==> src/rtl/trc_pkg.sv <==
package trc_pkg;
   localparam int REASON_W  = 32;
   localparam int STAT_W    = 16;
   localparam int LOG_OFS   = 16;
   localparam int BIT_TURBO = 12;
   localparam int BIT_ATTEN = 13;
   localparam int EXT_MAX   = 12;
endpackage

==> src/rtl/trc_cap_sel.sv <==
module trc_cap_sel #(
   parameter int RW = 8,
   parameter int CW = 3,
   parameter int NCORE = 4,
   parameter logic [NCORE*RW-1:0] CAP_TBL = '0,
   parameter int BASE_RATIO = 24
) (
   input  logic [RW-1:0] req,
   input  logic [CW-1:0] cores,
   input  logic          ext_any,
   output logic [RW-1:0] target,
   output logic          over_cap
);
   logic [RW-1:0] caps [NCORE];
   logic [RW-1:0] sel_cap;
   logic [RW-1:0] lim;

   for (genvar g = 0; g < NCORE; g++) begin : g_cap
      assign caps[g] = CAP_TBL[g*RW +: RW];
   end

   always_comb begin
      int idx;
      idx = int'(cores);
      if (idx < 1) idx = 1;
      if (idx > NCORE) idx = NCORE;
      sel_cap = caps[NCORE-1];
      for (int k = 0; k < NCORE; k++) begin
         if (idx == k + 1) sel_cap = caps[k];
      end
   end

   assign over_cap = req > sel_cap;
   assign lim      = (req < sel_cap) ? req : sel_cap;
   assign target   = (ext_any && lim > RW'(BASE_RATIO)) ? RW'(BASE_RATIO) : lim;
endmodule

==> src/rtl/trc_xfer.sv <==
module trc_xfer #(
   parameter int RW = 8,
   parameter int XFER = 20500,
   parameter int INIT_RATIO = 24
) (
   input  logic          clk,
   input  logic          rst_n,
   input  logic          start,
   input  logic [RW-1:0] new_ratio,
   output logic          freeze,
   output logic [RW-1:0] cur_ratio
);
   localparam int XW = $clog2(XFER + 1);

   logic [XW-1:0] cnt;
   logic [RW-1:0] nxt;

   always_ff @(posedge clk) begin
      if (!rst_n) begin
         cnt       <= '0;
         nxt       <= RW'(INIT_RATIO);
         cur_ratio <= RW'(INIT_RATIO);
      end else if (start) begin
         cnt <= XW'(XFER);
         nxt <= new_ratio;
      end else if (cnt != '0) begin
         cnt <= cnt - 1'b1;
         if (cnt == XW'(1)) cur_ratio <= nxt;
      end
   end

   assign freeze = cnt != '0;
endmodule

==> src/rtl/trc_reasons.sv <==
module trc_reasons
   import trc_pkg::*;
#(
   parameter int N_EXT = 4
) (
   input  logic                clk,
   input  logic                rst_n,
   input  logic [N_EXT-1:0]    ext_lim,
   input  logic                turbo_clip,
   input  logic                atten,
   input  logic                clr_we,
   input  logic [STAT_W-1:0]   clr_mask,
   output logic [REASON_W-1:0] reasons
);
   logic [STAT_W-1:0] cond;
   logic [STAT_W-1:0] stat;
   logic [STAT_W-1:0] logv;

   for (genvar b = 0; b < STAT_W; b++) begin : g_bit
      if (b < N_EXT) begin : g_ext
         assign cond[b] = ext_lim[b];
      end else if (b == BIT_TURBO) begin : g_turbo
         assign cond[b] = turbo_clip;
      end else if (b == BIT_ATTEN) begin : g_att
         assign cond[b] = atten;
      end else begin : g_none
         assign cond[b] = 1'b0;
      end
   end

   always_ff @(posedge clk) begin
      if (!rst_n) begin
         stat <= '0;
         logv <= '0;
      end else begin
         stat <= cond;
         if (clr_we) logv <= logv & ~clr_mask;
         else        logv <= logv | stat;
      end
   end

   assign reasons = {logv, stat};
endmodule

==> src/rtl/turbo_ratio_ctl.sv <==
module turbo_ratio_ctl
   import trc_pkg::*;
#(
   parameter int RW = 8,
   parameter int CW = 3,
   parameter int NCORE = 4,
   parameter logic [NCORE*RW-1:0] CAP_TBL = {8'd31, 8'd32, 8'd33, 8'd35},
   parameter int BASE_RATIO = 24,
   parameter int N_EXT = 4,
   parameter int XFER = 20500,
   parameter int LOAD_WIN = 600000,
   parameter int HYST = 4 * LOAD_WIN
) (
   input  logic                clk,
   input  logic                rst_n,
   input  logic [RW-1:0]       req_ratio,
   input  logic [CW-1:0]       act_cores,
   input  logic                load_hi,
   input  logic [N_EXT-1:0]    ext_lim,
   input  logic                clr_we,
   input  logic [15:0]         clr_mask,
   output logic [RW-1:0]       cur_ratio,
   output logic                freeze,
   output logic [31:0]         reasons
);
   localparam int LW = $clog2(LOAD_WIN + 1);
   localparam int HW = $clog2(HYST + 1);

   if (N_EXT < 1 || N_EXT > EXT_MAX) begin : g_bad_ext
      $error("N_EXT out of range");
   end
   if (XFER < 1 || LOAD_WIN < 1 || HYST < 1) begin : g_bad_time
      $error("timing parameters must be positive");
   end
   if (BASE_RATIO >= (1 << RW)) begin : g_bad_base
      $error("BASE_RATIO does not fit RW");
   end

   logic [RW-1:0] req_q;
   logic [RW-1:0] target;
   logic          over_cap;
   logic [LW-1:0] ld_cnt;
   logic [HW-1:0] hyst_cnt;
   logic          up_ok, want_dn, want_up, blocked, start;

   always_ff @(posedge clk) begin
      if (!rst_n) req_q <= RW'(BASE_RATIO);
      else        req_q <= req_ratio;
   end

   trc_cap_sel #(
      .RW(RW), .CW(CW), .NCORE(NCORE), .CAP_TBL(CAP_TBL), .BASE_RATIO(BASE_RATIO)
   ) u_cap (
      .req(req_q), .cores(act_cores), .ext_any(|ext_lim),
      .target(target), .over_cap(over_cap)
   );

   assign up_ok   = ld_cnt == LW'(LOAD_WIN);
   assign want_dn = !freeze && (target < cur_ratio);
   assign want_up = !freeze && (target > cur_ratio) && up_ok;
   assign blocked = want_up && (hyst_cnt != '0);
   assign start   = want_dn || (want_up && !blocked);

   always_ff @(posedge clk) begin
      if (!rst_n) begin
         ld_cnt   <= '0;
         hyst_cnt <= '0;
      end else begin
         if (start || !load_hi)      ld_cnt <= '0;
         else if (!freeze && !up_ok) ld_cnt <= ld_cnt + 1'b1;

         if (want_dn)                hyst_cnt <= HW'(HYST);
         else if (hyst_cnt != '0)    hyst_cnt <= hyst_cnt - 1'b1;
      end
   end

   trc_xfer #(.RW(RW), .XFER(XFER), .INIT_RATIO(BASE_RATIO)) u_xfer (
      .clk(clk), .rst_n(rst_n), .start(start), .new_ratio(target),
      .freeze(freeze), .cur_ratio(cur_ratio)
   );

   trc_reasons #(.N_EXT(N_EXT)) u_rsn (
      .clk(clk), .rst_n(rst_n), .ext_lim(ext_lim), .turbo_clip(over_cap),
      .atten(blocked), .clr_we(clr_we), .clr_mask(clr_mask), .reasons(reasons)
   );
endmodule

==> config.mk <==
export PLATFORM = sky130hd
export DESIGN_NAME = turbo_ratio_ctl
export DESIGN_NICKNAME = d
export VERILOG_FILES = /design/src/rtl/trc_pkg.sv /design/src/rtl/trc_cap_sel.sv /design/src/rtl/trc_xfer.sv /design/src/rtl/trc_reasons.sv /design/src/rtl/turbo_ratio_ctl.sv
export SDC_FILE = /design/constraint.sdc
export NUM_CORES = 1
export LEC_CHECK = 0
export ABC_AREA = 1
export BUFFER_PORTS_ARGS = -buffer_cell sky130_fd_sc_hd__buf_2
export CAP_MARGIN = 5
export CORE_ASPECT_RATIO = 0.7
export CORE_MARGIN = 2
export CORE_UTILIZATION = 50
export CTS_BUF_LIST = sky130_fd_sc_hd__clkbuf_4 sky130_fd_sc_hd__clkbuf_8
export CTS_CLUSTER_DIAMETER = 120
export DETAILED_ROUTE_END_ITERATION = 7
export PLACE_DENSITY = 0.71
export SLEW_MARGIN = 30
export SYNTH_ARGS = -nofsm -noshare
export SYNTH_HDL_FRONTEND = slang
export SYNTH_HIERARCHICAL = 1
export SYNTH_SLANG_ARGS = --single-unit
==> constraint.sdc <==
create_clock -name clk -period 8.9 [get_ports clk]
set_input_delay 0.89 -clock clk [delete_from_list [all_inputs] [get_ports clk]]
set_output_delay 0.89 -clock clk [all_outputs]
set_load 0.1 [all_outputs]
==> results of run 1 <==
[final cells by class]
| class | count | area share |
|---|---|---|
| Multi-Input combinational cell | 625 | 0.486 |
| Clock inverter | 7 | 0.0104 |
| Sequential cell | 103 | 0.324 |
| Inverter | 131 | 0.0771 |
| Clock buffer | 9 | 0.0194 |
| Timing Repair Buffer | 66 | 0.0522 |
| Tap cell | 157 | 0.0308 |
[cells in the mapped netlist, types with 4 or more instances]
library cell | instances | area, um^2
nand2_1 | 227 | 852
inv_2 | 4 | 15.0
nor2_2 | 15 | 93.8
nand3_1 | 44 | 220
nand3b_1 | 10 | 75.1
o21ai_2 | 4 | 35.0
nor2_1 | 136 | 510
ha_1 | 17 | 213
nor3_1 | 5 | 25.0
a21oi_1 | 53 | 265
nand4_1 | 5 | 31.3
xor2_1 | 7 | 61.3
buf_6 | 7 | 78.8
buf_4 | 14 | 105
dfxtp_1 | 103 | 2060
inv_1 | 126 | 473
nand3_2 | 5 | 50.1
xnor2_1 | 13 | 114
o21ai_0 | 19 | 95.1
or2_2 | 5 | 31.3
buf_2 | 4 | 20.0
a21oi_2 | 10 | 87.6
nand2_2 | 19 | 119
[per-stage QoR]
| step | setup WS, ns | area [um^2] | total power, mW | instances |
|---|---|---|---|---|
| after floorplan | 5.08 | 5910 | 1.43 | 889 |
| after global placement | 4.44 | 6180 | 1.58 | 1082 |
| after detailed placement | 4.34 | 6180 | 1.59 | 1082 |
| after CTS | 4.71 | 6370 | 1.88 | 1098 |
| after global routing | 4.20 | 6370 | 2.04 | 1098 |
| final | 4.68 | 6370 | 1.88 | 1098 |
[worst max-delay path: cells and delay by family]
family	cells	cell delay (ns)
fa+ha+maj	2	0.46
compound gates	1	0.09
simple gates	25	2.16
buf+inv	7	0.87
[per-layer routing]
layer / track usage / vias to the layer above / wire length, um
li1: - / 2797 / -
met1: 0.301 / 2298 / 6630
met2: 0.272 / 138 / 4710
met3: 0.0478 / 11 / 763
met4: 0.0496 / 0 / 115
met5: 0 / - / 0
[worst max-delay path by stage]
stage,startpoint,to,slack (ns),depth (start not counted)
finish,act_cores[2],u_xfer/cur_ratio[6]$_SDFFE_PN0P_,4.68,35
global route,act_cores[2],u_xfer/cur_ratio[5]$_SDFFE_PN0P_,4.20,35
CTS,act_cores[2],u_xfer/cur_ratio[6]$_SDFFE_PN0P_,4.71,35
detailed placement,act_cores[2],u_xfer/cur_ratio[6]$_SDFFE_PN0P_,4.34,35
global placement,act_cores[2],u_xfer/cur_ratio[6]$_SDFFE_PN0P_,4.44,34
floorplan,act_cores[2],u_xfer/cur_ratio[3]$_SDFFE_PN1P_,5.08,29
[state kept, by name, indices dropped and copies added (netlist names)]
| register | flops |
|---|---|
| hyst_cnt | 22 |
| u_xfer/nxt | 8 |
| u_xfer/cur_ratio | 8 |
| u_xfer/cnt | 15 |
| ld_cnt | 20 |
| u_rsn/logv | 16 |
| u_rsn/stat | 6 |
| req_q | 8 |
[cells by family after synthesis]
logic type,count (synthesis)
flip-flops,103
AO/OA/AOI/OAI,93
AND/OR/NAND/NOR,483
XOR/XNOR,20
other,2
buffers and inverters,161
adder cells (fa/ha/maj),17
[power groups by stage]
stage / sequential (mW) / combinational [mW] / clock (mW)
after floorplan: 0.706 / 0.721 / 0
after global placement: 0.638 / 0.942 / 0
after detailed placement: 0.638 / 0.947 / 0
after CTS: 0.629 / 0.951 / 0.297
after global routing: 0.643 / 1.09 / 0.313
final: 0.632 / 0.960 / 0.286
==> impl_metrics.py, run 1 <==
metrics = {
    "status": {
        "status": "completed",
    },
    "synthesis": {
        "yosys.area_share.simple": 0.363,
        "synth_xor_area_frac": 0.0298,
        "avgSynthCellArea_um2": 6.68,
        "synth-edff-count": 0,
        "synth_top_family_by_area": "simple AND/OR/NAND/NOR gates",
        "synth_fa_ha_area_frac": 0.0362,
        "muxShareOfSynthArea": 0,
        "ys_seq_area_frac": 0.351,
        "syn_inst": 879,
        "syn_area_um2": 5870,
        "synth_cell_types": 42,
        "synth_flop_cell": "dfxtp_1",
        "yosys_warnings": 6,
        "ys_ff_latch": 103,
        "async_flop_share": 0,
        "synth_compound_area_frac": 0.0910,
    },
    "routing": {
        "wl_um": 12200,
        "via_per_inst": 4.78,
        "remaining_drc_errors": 0,
        "dr.pass1.iters": 5,
        "ant_nets": 0,
        "vias": 5244,
        "routedWlPerCell_um": 11.1,
        "drt-initial-drc-count": 381,
    },
    "timing": {
        "period_needed_ns": 4.22,
        "rsz0062_at_grt": "false",
        "drv_slew": 0,
        "setup_violations": 0,
        "slew-limit-headroom": 0.645,
        "hold_violations": 0,
        "fmax_ghz": 0.237,
        "fin_worst_skew_ns": 0.0164,
        "worst_slew_pin_slew_ns": 0.531,
        "tns_ns": 0,
        "period_share": 0.474,
        "timing.hold.ws_ns": 0.439,
    },
    "hold_path": {
        "whs_path_depth": 2,
        "min_from": "u_rsn/logv[7]$_SDFFE_PN0P_",
        "hp-class": "flip-flop to flip-flop",
        "holdPathEnd": "u_rsn/logv[7]$_SDFFE_PN0P_",
    },
    "worst_setup_path": {
        "critPathKind": "input port to flip-flop",
        "r2r_cells": 29,
        "cp.required_ns": 9.17,
        "reg2reg_to": "u_xfer/cur_ratio[6]$_SDFFE_PN0P_",
        "crit_path_max_incr_delay_ns": 0.28,
        "arrival_ns": 4.48,
        "cp_slowest_cell": "ha_1",
        "crit_path_max_fanout": 16,
        "cp-end-kind": "flip-flop",
        "cp-start-kind": "input port",
        "reg2reg_slack_ns": 5.21,
        "r2r-start": "req_q[1]$_SDFF_PN0_",
        "path_common_cell": "nand2_1",
    },
    "floorplanning": {
        "die_w_um": 134,
        "core_area_um2": 11600,
        "io_pins": 76,
        "die_height_um": 94.7,
        "start_util": 0.508,
        "rows": 33,
        "dieArea_um2": 12600,
    },
    "clock_tree": {
        "cts_tree": "done",
        "numClockSinks": 103,
        "numCtsBuffers": 9,
        "cts_resized": 0,
        "cts_hold_buf": 0,
        "clk-insertion-delay-late_ns": 0.38,
        "clk_pin_slew_worst_paths_ns": 0.11,
        "post-cts-setup-buffers": 0,
        "htree_levels": 3,
        "cts_root_buf": "clkbuf_8",
        "cts_buffer_depth": 2,
    },
    "cells_and_area": {
        "fin_nets": 988,
        "fin_util": 0.551,
        "num_antenna_cells": 0,
        "multi_input_area_um2": 3100,
        "n_fill_cell": 1131,
        "layout_commonest_cell": "nand2_1",
        "drive_gt1_frac": 0.160,
        "seq_area_um2": 2060,
        "area.growth.synth_to_final_pct": 8.57,
        "final_cell_mix": "nand2_1, nor2_1, inv_1",
    },
    "power": {
        "switching_share": 0.492,
        "comb_power_share": 0.511,
        "seqPwrFrac": 0.336,
        "pwr-share-clk": 0.152,
        "max-vdd-ir-drop_mv": 0.214,
        "switchingPower_mw": 0.923,
        "p_int_mw": 0.954,
        "p_per_area_nw_per_um2": 295,
        "leakage_nw": 3.09,
    },
    "global_route": {
        "overflow": 0,
        "groute.usage.overall": 0.197,
        "first_global_vias": 4323,
        "grt_pass1_wl_um": 20400,
        "antenna_found_initial": 0,
        "grt_start_max_net_pins": 47,
    },
    "placed_design": {
        "dp_hpwl_um": 9260,
        "placement.io_buffers": 65,
        "routabilityCongestion": 0.909,
    },
    "flow_run": {
        "max_cap_violations": 0,
    },
}
Note: power is estimated with default switching activity, not from simulation.
==> inputs of run 2 (changes only) <==
- clock period: 8.9 -> 4.12 ns (I/O delays scaled with it)
==> run 2 against run 1 <==
Worst hold slack got worse by 0.24 ns. Critical path depth shrank 1. Cell area increased by 0.55%. First-iteration DRC count down 22%. Total power rose by 120%. Die area did not move. Clock power increased by 130%. Sequential power grew 120%. Clock skew decreased by 0.0043 ns. Via count fell by 0.67%. Global-route usage up 0.29 points. Final cell count rose by 0.27%. Critical endpoint is now u_xfer/cur_ratio[2]$_SDFFE_PN0P_.
==> impl_metrics.py, run 2 (synthesis results as in run 1) <==
metrics = {
    "power": {
        "max-vdd-ir-drop_mv": 0.372,
        "p_per_area_nw_per_um2": 635,
        "leakage_nw": 3.10,
    },
    "cells_and_area": {
        "drive_gt1_frac": 0.163,
        "largest_reg_flops": 22,
        "fin_util": 0.554,
        "fin_nets": 991,
        "largest_register": "hyst_cnt",
        "largestRegisters": "hyst_cnt x22, ld_cnt x20, u_rsn/logv x16",
        "layout_commonest_cell": "nand2_1",
        "final_cell_mix": "nand2_1, nor2_1, inv_1",
        "num_antenna_cells": 0,
        "area.growth.synth_to_final_pct": 9.16,
    },
    "floorplanning": {
        "rows": 33,
        "io_pins": 76,
        "die_height_um": 94.7,
        "dieArea_um2": 12600,
        "die_w_um": 134,
        "start_util": 0.508,
        "core_area_um2": 11600,
    },
    "clock_tree": {
        "numCtsBuffers": 9,
        "cts_buffer_depth": 2,
        "htree_levels": 3,
        "post-cts-setup-buffers": 0,
        "clk_pin_slew_worst_paths_ns": 0.10,
        "clk-insertion-delay-late_ns": 0.37,
        "cts_root_buf": "clkbuf_8",
        "cts_resized": 0,
        "cts_hold_buf": 0,
        "cts_tree": "done",
        "numClockSinks": 103,
    },
    "routing": {
        "wl_um": 12200,
        "drt-initial-drc-count": 298,
        "vias": 5209,
        "ant_nets": 0,
        "remaining_drc_errors": 0,
        "via_per_inst": 4.73,
        "routedWlPerCell_um": 11.1,
        "dr.pass1.iters": 5,
    },
    "timing": {
        "tns_ns": 0,
        "slew-limit-headroom": 0.650,
        "worst_slew_pin_slew_ns": 0.524,
        "period_share": 0.854,
        "drv_slew": 0,
        "period_needed_ns": 3.52,
        "rsz0062_at_grt": "false",
        "setup_ws_ns": 0.602,
        "setup_violations": 0,
        "hold_violations": 0,
        "fmax_ghz": 0.284,
        "fin_worst_skew_ns": 0.0121,
    },
    "worst_setup_path": {
        "crit_path_max_incr_delay_ns": 0.27,
        "crit_path_max_fanout": 12,
        "cp-start-kind": "input port",
        "cp.required_ns": 4.39,
        "path_common_cell": "nand2_1",
        "cp-end-kind": "flip-flop",
        "critPathKind": "input port to flip-flop",
        "cp_slowest_cell": "ha_1",
        "arrival_ns": 3.79,
    },
    "global_route": {
        "overflow": 0,
        "grt_pass1_wl_um": 20700,
        "antenna_found_initial": 0,
        "grt_start_max_net_pins": 26,
        "first_global_vias": 4423,
        "groute.usage.overall": 0.199,
    },
    "placed_design": {
        "routabilityCongestion": 0.923,
        "place_ws_ns": 0.242,
        "placement.io_buffers": 65,
        "dp_hpwl_um": 9280,
    },
    "flow_run": {
        "max_cap_violations": 0,
    },
    "status": {
        "status": "completed",
    },
    "hold_path": {
        "hp-class": "input port to flip-flop",
    },
}
==> run 2: changes by cell type in the layout (fill, tap and decap cells not counted), sizes merged <==
cell / delta
buf: +3
bufinv: +1
clkinv: -1
clkinvlp: +1
inv: -1
==> run 2: layout make-up <==
cell class | count | area, um^2
fillers | 1148 | 5150
multi-input cells | 625 | 3100
flip-flops and latches | 103 | 2060
inverters | 131 | 492
repair buffers | 69 | 355
well taps | 157 | 196
clock buffers | 9 | 124
clock inverters | 7 | 78.8
==> run 2: worst max-delay path: cells and delay by family <==
family                   cells  cell delay [ns]
AO/OA/AOI/OAI                2             0.29
AND/OR/NAND/NOR             24             1.95
buffers and inverters        6             0.68
adder cells (fa/ha/maj)      2             0.45
==> run 2: final timing paths <==
path / from / to / slack (ns) / cells past startpoint
max: act_cores[2] / u_xfer/cur_ratio[2]$_SDFFE_PN0P_ / 0.60 / 34
min: clr_mask[5] / u_rsn/logv[5]$_SDFFE_PN0P_ / 0.20 / 2
max reg2reg: req_q[5]$_SDFF_PN0_ / u_xfer/cur_ratio[2]$_SDFFE_PN0P_ / 0.64 / 26
min reg2reg: u_rsn/logv[7]$_SDFFE_PN0P_ / u_rsn/logv[7]$_SDFFE_PN0P_ / 0.44 / 2
==> run 2: where the power goes <==
group	switching, mW	internal (mW)
clock network	0.362	0.287
logic	1.42	0.642
registers	0.170	1.19
total	1.95	2.12
==> run 2: routing by layer <==
metal  wire length (um)  part of all wire  GRT usage  vias to the layer above
met1               6620              0.54      0.301                     2287
met5                  0                 0          0                        -
met4                104            0.0085     0.0505                        0
met2               4930              0.40      0.285                      103
li1                   -                 -          -                     2810
met3                594             0.049     0.0446                        9
==> run 2: metrics by stage <==
step,area [um^2],cells,power (mW),hold slack [ns]
after floorplan,5910,889,3.08,0.427
after global placement,6210,1085,3.40,0.423
after detailed placement,6210,1085,3.42,0.425
after CTS,6410,1101,4.08,0.181
after global routing,6410,1101,4.45,0.176
final,6410,1101,4.07,0.201
